### src/rtl/serial_irq_pkg.sv
package serial_irq_pkg;

    localparam int unsigned REG_W = 32;

    // status bit positions (software decodes these)
    localparam int unsigned BIT_TX_EMPTY     = 2;
    localparam int unsigned BIT_TX_UNDERRUN  = 3;
    localparam int unsigned BIT_RX_FULL      = 4;
    localparam int unsigned BIT_RX_OVERRUN   = 5;
    localparam int unsigned BIT_TX_HALF      = 6;
    localparam int unsigned BIT_RX_NOT_EMPTY = 8;
    localparam int unsigned BIT_GLOBAL_EN    = REG_W - 1;

    typedef struct packed {
        logic rx_overrun;
        logic tx_empty;
        logic tx_underrun;
        logic tx_half;
    } irq_pulse_t;

    typedef struct packed {
        logic rx_not_empty;
        logic rx_full;
    } rx_level_t;

    typedef enum logic [1:0] {
        SEL_NONE,
        SEL_GLOBAL,
        SEL_STATUS,
        SEL_ENABLE
    } reg_sel_e;

    function automatic logic [REG_W-1:0] build_set_mask(irq_pulse_t p, rx_level_t l);
        logic [REG_W-1:0] m;
        m = '0;
        m[BIT_TX_EMPTY]     = p.tx_empty;
        m[BIT_TX_UNDERRUN]  = p.tx_underrun;
        m[BIT_RX_OVERRUN]   = p.rx_overrun;
        m[BIT_TX_HALF]      = p.tx_half;
        m[BIT_RX_FULL]      = l.rx_full;
        m[BIT_RX_NOT_EMPTY] = l.rx_not_empty;
        return m;
    endfunction

endpackage

### src/rtl/irq_status_reg.sv
module irq_status_reg
    import serial_irq_pkg::*;
(
    input  logic             clk,
    input  logic             rst,
    input  logic             tgl_en,
    input  logic [REG_W-1:0] tgl_val,
    input  logic [REG_W-1:0] set_mask,
    output logic [REG_W-1:0] status
);

    logic [REG_W-1:0] flipped;

    always_comb begin
        flipped = tgl_en ? (status ^ tgl_val) : status;
    end

    always_ff @(posedge clk) begin
        if (rst) status <= '0;
        else     status <= flipped | set_mask;
    end

    assert_set_wins_R6: assert property (@(posedge clk) disable iff (rst)
        (set_mask != '0) |=> ((status & $past(set_mask)) == $past(set_mask)));

    assert_toggle_R3: assert property (@(posedge clk) disable iff (rst)
        (tgl_en && set_mask == '0) |=> ((status ^ $past(status)) == $past(tgl_val)));

endmodule

### src/rtl/irq_ctrl_regs.sv
module irq_ctrl_regs
    import serial_irq_pkg::*;
(
    input  logic             clk,
    input  logic             rst,
    input  logic             wr_enable,
    input  logic             wr_global,
    input  logic [REG_W-1:0] wdata,
    output logic [REG_W-1:0] enable,
    output logic             global_en
);

    always_ff @(posedge clk) begin
        if (rst) begin
            enable    <= '0;
            global_en <= 1'b0;
        end else begin
            if (wr_enable) enable    <= wdata;
            if (wr_global) global_en <= wdata[BIT_GLOBAL_EN];
        end
    end

    assert_enable_hold_R7: assert property (@(posedge clk) disable iff (rst)
        !wr_enable |=> $stable(enable));

endmodule

### src/rtl/irq_out_gen.sv
module irq_out_gen
    import serial_irq_pkg::*;
(
    input  logic             clk,
    input  logic             rst,
    input  logic [REG_W-1:0] status,
    input  logic [REG_W-1:0] enable,
    input  logic             global_en,
    output logic             irq
);

    logic pending;

    always_comb begin
        pending = (|(status & enable)) && global_en;
    end

    always_ff @(posedge clk) begin
        if (rst) irq <= 1'b0;
        else     irq <= pending;
    end

    assert_gated_off_R9: assert property (@(posedge clk) disable iff (rst)
        !global_en |=> !irq);

    assert_nothing_pending_R9: assert property (@(posedge clk) disable iff (rst)
        ((status & enable) == '0) |=> !irq);

    assert_reset_low_R1: assert property (@(posedge clk)
        rst |=> !irq);

endmodule

### src/rtl/serial_irq_aggregator.sv
module serial_irq_aggregator
    import serial_irq_pkg::*;
#(
    parameter int unsigned ADDR_W      = 5,
    parameter int unsigned GLOBAL_WORD = 7,
    parameter int unsigned STATUS_WORD = 8,
    parameter int unsigned ENABLE_WORD = 10
) (
    input  logic              clk,
    input  logic              rst,
    input  logic [ADDR_W-1:0] reg_addr,
    input  logic              reg_wr,
    input  logic              reg_rd,
    input  logic [REG_W-1:0]  reg_wdata,
    output logic [REG_W-1:0]  reg_rdata,
    input  logic              ev_rx_overrun,
    input  logic              ev_tx_empty,
    input  logic              ev_tx_underrun,
    input  logic              ev_tx_half_empty,
    input  logic              lvl_rx_not_empty,
    input  logic              lvl_rx_full,
    output logic              irq
);

    localparam logic [ADDR_W-1:0] A_GLOBAL = ADDR_W'(GLOBAL_WORD);
    localparam logic [ADDR_W-1:0] A_STATUS = ADDR_W'(STATUS_WORD);
    localparam logic [ADDR_W-1:0] A_ENABLE = ADDR_W'(ENABLE_WORD);

    reg_sel_e         sel;
    irq_pulse_t       pulses;
    rx_level_t        levels;
    logic [REG_W-1:0] set_mask;
    logic [REG_W-1:0] status;
    logic [REG_W-1:0] enable;
    logic             global_en;

    always_comb begin
        case (reg_addr)
            A_GLOBAL: sel = SEL_GLOBAL;
            A_STATUS: sel = SEL_STATUS;
            A_ENABLE: sel = SEL_ENABLE;
            default:  sel = SEL_NONE;
        endcase
    end

    always_comb begin
        pulses.rx_overrun   = ev_rx_overrun;
        pulses.tx_empty     = ev_tx_empty;
        pulses.tx_underrun  = ev_tx_underrun;
        pulses.tx_half      = ev_tx_half_empty;
        levels.rx_not_empty = lvl_rx_not_empty;
        levels.rx_full      = lvl_rx_full;
        set_mask            = build_set_mask(pulses, levels);
    end

    irq_status_reg u_status (
        .clk      (clk),
        .rst      (rst),
        .tgl_en   (reg_wr && sel == SEL_STATUS),
        .tgl_val  (reg_wdata),
        .set_mask (set_mask),
        .status   (status)
    );

    irq_ctrl_regs u_ctrl (
        .clk       (clk),
        .rst       (rst),
        .wr_enable (reg_wr && sel == SEL_ENABLE),
        .wr_global (reg_wr && sel == SEL_GLOBAL),
        .wdata     (reg_wdata),
        .enable    (enable),
        .global_en (global_en)
    );

    irq_out_gen u_out (
        .clk       (clk),
        .rst       (rst),
        .status    (status),
        .enable    (enable),
        .global_en (global_en),
        .irq       (irq)
    );

    always_comb begin
        reg_rdata = '0;
        if (reg_rd) begin
            case (sel)
                SEL_GLOBAL: reg_rdata[BIT_GLOBAL_EN] = global_en;
                SEL_STATUS: reg_rdata = status;
                SEL_ENABLE: reg_rdata = enable;
                default:    reg_rdata = '0;
            endcase
        end
    end

    always_comb begin
        if (!reg_rd) assert_idle_rdata_R10: assert (reg_rdata == '0);
    end

    assert_live_ne_R5: assert property (@(posedge clk) disable iff (rst)
        lvl_rx_not_empty |=> status[BIT_RX_NOT_EMPTY]);

    assert_live_full_R5: assert property (@(posedge clk) disable iff (rst)
        lvl_rx_full |=> status[BIT_RX_FULL]);

    assert_unmapped_wr_R2: assert property (@(posedge clk) disable iff (rst)
        (reg_wr && sel == SEL_NONE) |=> ($stable(enable) && $stable(global_en)));

endmodule

### config.mk
export PLATFORM = sky130hd
export DESIGN_NAME = serial_irq_aggregator
export DESIGN_NICKNAME = d
export VERILOG_FILES = /design/src/rtl/serial_irq_pkg.sv /design/src/rtl/irq_status_reg.sv /design/src/rtl/irq_ctrl_regs.sv /design/src/rtl/irq_out_gen.sv /design/src/rtl/serial_irq_aggregator.sv
export SDC_FILE = /design/constraint.sdc
export NUM_CORES = 1
export LEC_CHECK = 0
export ABC_AREA = 1
export BUFFER_PORTS_ARGS = -buffer_cell sky130_fd_sc_hd__buf_4
export CORE_AREA = 2 2 57 113
export CTS_BUF_LIST = sky130_fd_sc_hd__clkbuf_8
export DETAILED_ROUTE_END_ITERATION = 10
export DIE_AREA = 0 0 59 115
export PLACE_DENSITY = 0.85
export SLEW_MARGIN = 0
export SYNTH_ARGS = -nofsm -noshare
export SYNTH_HDL_FRONTEND = slang
export SYNTH_SLANG_ARGS = --single-unit
### constraint.sdc
create_clock -name clk -period 2.7 [get_ports clk]
set_input_delay 0.54 -clock clk [delete_from_list [all_inputs] [get_ports clk]]
set_output_delay 0.54 -clock clk [all_outputs]
set_load 0.02 [all_outputs]
After elaboration in Yosys (flattened, before gate mapping):

Cells that the tools add are included.
W data, S select, Z words.

* bitwise logic cells: 3
* muxes and demuxes: 5
* equality and inequality tests: 6
* reductions and logical operators: 5

Operators by type and width (number)
* $mux W32: 2
* $pmux W31 S2: 1
* $and A32 B32 Y32: 1
* $or A32 B9 Y32: 1
* $reduce_or A32 Y1: 1
* $xor A32 B32 Y32: 1
* $eq A5 B4 Y1 const B: 2
* $pmux W2 S3: 1
* $eq A5 B3 Y1 const B: 1
* $eq A2 B2 Y1 const B: 2
* $logic_and A1 B1 Y1: 4
* $pmux W1 S3: 1
* $eq A2 B1 Y1 const B: 1

* logic and storage cells: 23
* input bits: 47
* output and inout bits: 33
* flip-flop bits (word level): 66

Longest topological paths before layout:

* word-level depth: 6
* depth in mapped cells: 9
* mapped depth without buffers: 8

Cells and area by module:

Synthesis repeated with hierarchy kept, for this count alone.

* cell total of the unflattened synthesis: 710
* area total of the unflattened synthesis: 4266.6 sq um

By module, submodules not included
* irq_status_reg: times used 1, seq. area each 640.6 sq um, area an instance 1775.5 sq um, cells each 299
* irq_ctrl_regs: times used 1, seq. area each 660.6 sq um, area an instance 1373.8 sq um, cells each 208
* serial_irq_aggregator: times used 1, seq. area each 0.0 sq um, area an instance 852.1 sq um, cells each 137
* irq_out_gen: times used 1, seq. area each 20.0 sq um, area an instance 265.3 sq um, cells each 66

Worst setup path after synthesis:

OpenSTA, ideal clock, no wires.

* kind: input to output
* from: input port reg_addr[0]
* to: output port reg_rdata[10]
* data required time: 2160 ps
* buffers on the path: 2
* arrival time: 1582 ps
* setup slack: 578 ps
* cell stages on the path: 7
* cell sequence: nor2_1 nand2_1 nor2_2 buf_6 buf_4 nand2_1 a21oi_1

* word-level cells in the longest chain between the ends: 5
* elaborated cells between the ends (all ways): 8
* classes of those cells: eq/ne (5); mux (3)

RTL lines
* from (decl): RTL line serial_irq_aggregator.sv:11 `input logic [ADDR_W-1:0] reg_addr,`
* $eq A5 B4 Y1 / $eq A5 B3 Y1 (equally long branches): RTL line serial_irq_aggregator.sv:38 `case (reg_addr)`
* $pmux W2 S3 *: RTL line serial_irq_aggregator.sv:38
* $eq A2 B2 Y1: RTL line serial_irq_aggregator.sv:87 `case (sel)`
* $pmux W31 S2 *: RTL line serial_irq_aggregator.sv:87
* $mux W32 *: RTL line serial_irq_aggregator.sv:86 `if (reg_rd) begin`
* to (decl): RTL line serial_irq_aggregator.sv:15 `output logic [REG_W-1:0] reg_rdata,`

Every way passes the cells marked *; elsewhere a longest branch is shown, timed or not.

Worst setup path after layout:

* from: input port reg_addr[0]
* to: output port reg_rdata[20]

The elaborated chain is that of the path after synthesis.

==> impl_metrics.ini <==
[worst_setup_path]
critical_path_class = primary input to primary output
cp_max_fo = 23
reg2reg_depth = 6
slowest_stage = buf_4
crit_chain = buf_4 -> nor2_1 -> nand2_1 -> nor2_2 -> buf_4 -> nand2_1 -> a21oi_1 -> buf_4
crit_path_start_kind = primary input
worstPathArrival_ns = 1.83
cpPeakStageDelay_ns = 0.28
reg2reg_to = u_out.irq
rr_startpoint = u_status.status[2]
crit_top_cell = buf_4
endpoint = reg_rdata[20]
worst_ep_required_time_ns = 2.16
cp-startpoint = reg_addr[0]
cp-end-kind = primary output
reg2reg_setup_slack_ns = 1.74

[cells_and_area]
final_cell_mix = nand2_1, a21oi_1, buf_4
final_common_cell = nand2_1
syn2layout_area_growth_pct = 24.33
design_area_mm2 = 0.004284
fin_util = 0.7254
drive_above_1_share = 0.1776
final_cells = 688
insertedDiodeCount = 0
fin_nets = 667

[routing]
drt_iter0_drc = 253
wl_per_cell_um = 12.98
vias = 3753
first_pass_iters = 5
antenna_left = 0
vias_per_cell = 5.455
drc = 0
wirelength_mm = 8.929

[grt]
antenna_found_initial = 0
grt_max_degree = 42
grt_pass1_wl_mm = 14.79
gr-usage-all-layers = 0.2776
grt-ovfl-total = 0
grt_pass1_vias = 3370

[sta]
finalClockSkew_ns = 0.004456
min_period_over_period = 0.8770
hold_viol_final = 0
max_freq_mhz = 422.3
finalSetupTns_ns = 0
finalSetupViolCount = 0
rsz0062_at_grt = no
slew_headroom = 0.5668
worst_pin_slew_ns = 0.6491
period_needed_ns = 2.368
maxSlewViolCount = 0

[power]
p_per_area_mw_per_mm2 = 505.8
seqPwrFrac = 0.462
irDropWorstVdd_uv = 431.8
p_leak_nw = 1.878
p_int_w = 0.001667
clock_power_share = 0.454
net-switching-power_w = 0.0004995
combPwrFrac = 0.084
swShare = 0.2305
power_w = 0.002167

[clocking]
cts_tree = yes
root_buffer = clkbuf_8
ctsHoldBuffers = 0
clk_path_buf_depth = 2
clk_latency_ns = 0.35
cts_buffers = 9
post_cts_buffers = 0
ctsHtreeMaxLevel = 3
clock_sinks = 66
clkTransAtPathRegs_ns = 0.07
post_cts_resized = 0

[yosys]
syn-cell-area_mm2 = 0.003446
yosys_warnings = 0
synth_fp_nets = 599
ys_seq_area_frac = 0.3834
synthCells = 552
ys_seq_elements = 66
ys_types = 16
syn_avg_cell_area_um2 = 6.242

[floorplanning]
rows = 40
dieArea_mm2 = 0.006785
core_area_mm2 = 0.005906
pin_count = 80
die_w_um = 59
start_util = 0.5835
fp.dieH_um = 115

[placed_design]
dpl.hpwl_mm = 5.909
gp_congestion = 0.7927
placed_area_mm2 = 0.004051
io_buffers = 79
dpl.cell_count = 672

[hold_path]
min_from = reg_wdata[24]
holdCritPathClass = primary input to flop

[flow_run]
cap_viol_max_count = 0

[outcome]
outcome = complete, no violations
==> routing by layer <==
| metal | vias to the layer above | wire, µm | GRT usage |
|---|---|---|---|
| met5 | - | 0 | 0 |
| met2 | 162 | 4323 | 0.4704 |
| met4 | 0 | 166 | 0.1121 |
| met1 | 1666 | 3753 | 0.3387 |
| met3 | 13 | 686 | 0.04949 |
| li1 | 1912 | - | - |
==> area by class of cell <==
type | count | area [µm²]
repair buffers | 90 | 713.2
fillers | 542 | 1622
well taps | 63 | 78.83
multi-input cells | 420 | 1814
inverters | 33 | 123.9
clock inverters | 7 | 108.9
clock buffers | 9 | 123.9
flip-flops and latches | 66 | 1321
==> critical path, delay by kind of cell <==
kind / cells / cell delay, ns
AO/OA/AOI/OAI: 1 / 0.21
buffers and inverters: 3 / 0.58
AND/OR/NAND/NOR: 4 / 0.50
==> synthesized netlist by cell type <==
| master | number | share of area |
|---|---|---|
| nand2_1 | 212 | 0.23 |
| buf_2 | 6 | 0.0087 |
| nand3_1 | 67 | 0.097 |
| dfxtp_1 | 66 | 0.38 |
| nand4_1 | 7 | 0.013 |
| inv_2 | 2 | 0.0022 |
| clkbuf_1 | 12 | 0.013 |
| nor2_1 | 38 | 0.041 |
| buf_1 | 3 | 0.0033 |
| nor3_1 | 1 | 0.0015 |
| nand4_2 | 1 | 0.0036 |
| buf_6 | 4 | 0.013 |
| nor2_2 | 3 | 0.0054 |
| a21oi_1 | 91 | 0.13 |
| inv_1 | 31 | 0.034 |
| buf_4 | 8 | 0.017 |
==> state kept, by name, indices dropped and copies added, names as in the netlist <==
register / count
u_ctrl.enable: 32
u_status.status: 32
u_ctrl.global_en: 1
u_out.irq: 1
==> power by group through the flow <==
stage	sequential [W]	combinational, W	clock, W
3_3_place_gp	0.00102	0.000178	0
4_1_cts	0.00100	0.000182	0.000995
5_1_grt	0.00100	0.000201	0.00104
6_report	0.00100	0.000182	0.000984
3_5_place_dp	0.00102	0.000181	0
2_1_floorplan	0.00102	0.0000886	0
==> through the flow <==
step                      hold slack [ns]  setup WS [ns]
after CTS                          0.4408         0.3334
after floorplan                    0.4351         0.5776
after global routing               0.4509         0.2010
after detailed placement           0.4530         0.3343
after global placement             0.4448         0.3846
final                              0.4510         0.3321
==> cells by family after synthesis <==
family / count (synthesis) / synth area share
buffers and inverters: 66 / 0.09150
AOI/OAI and AO/OA: 91 / 0.1322
DFF: 66 / 0.3834
and+or+nand+nor: 329 / 0.3929
==> worst min path at each step <==
stage | end | slack, ns | depth (start not counted)
final | u_status.status[24] | 0.45 | 3
after global routing | u_status.status[24] | 0.45 | 3
after CTS | u_status.status[18] | 0.44 | 3
after detailed placement | u_out.irq | 0.45 | 2
after global placement | u_out.irq | 0.44 | 2
after floorplan | u_out.irq | 0.44 | 2
Power figures use the tool's default switching activity.
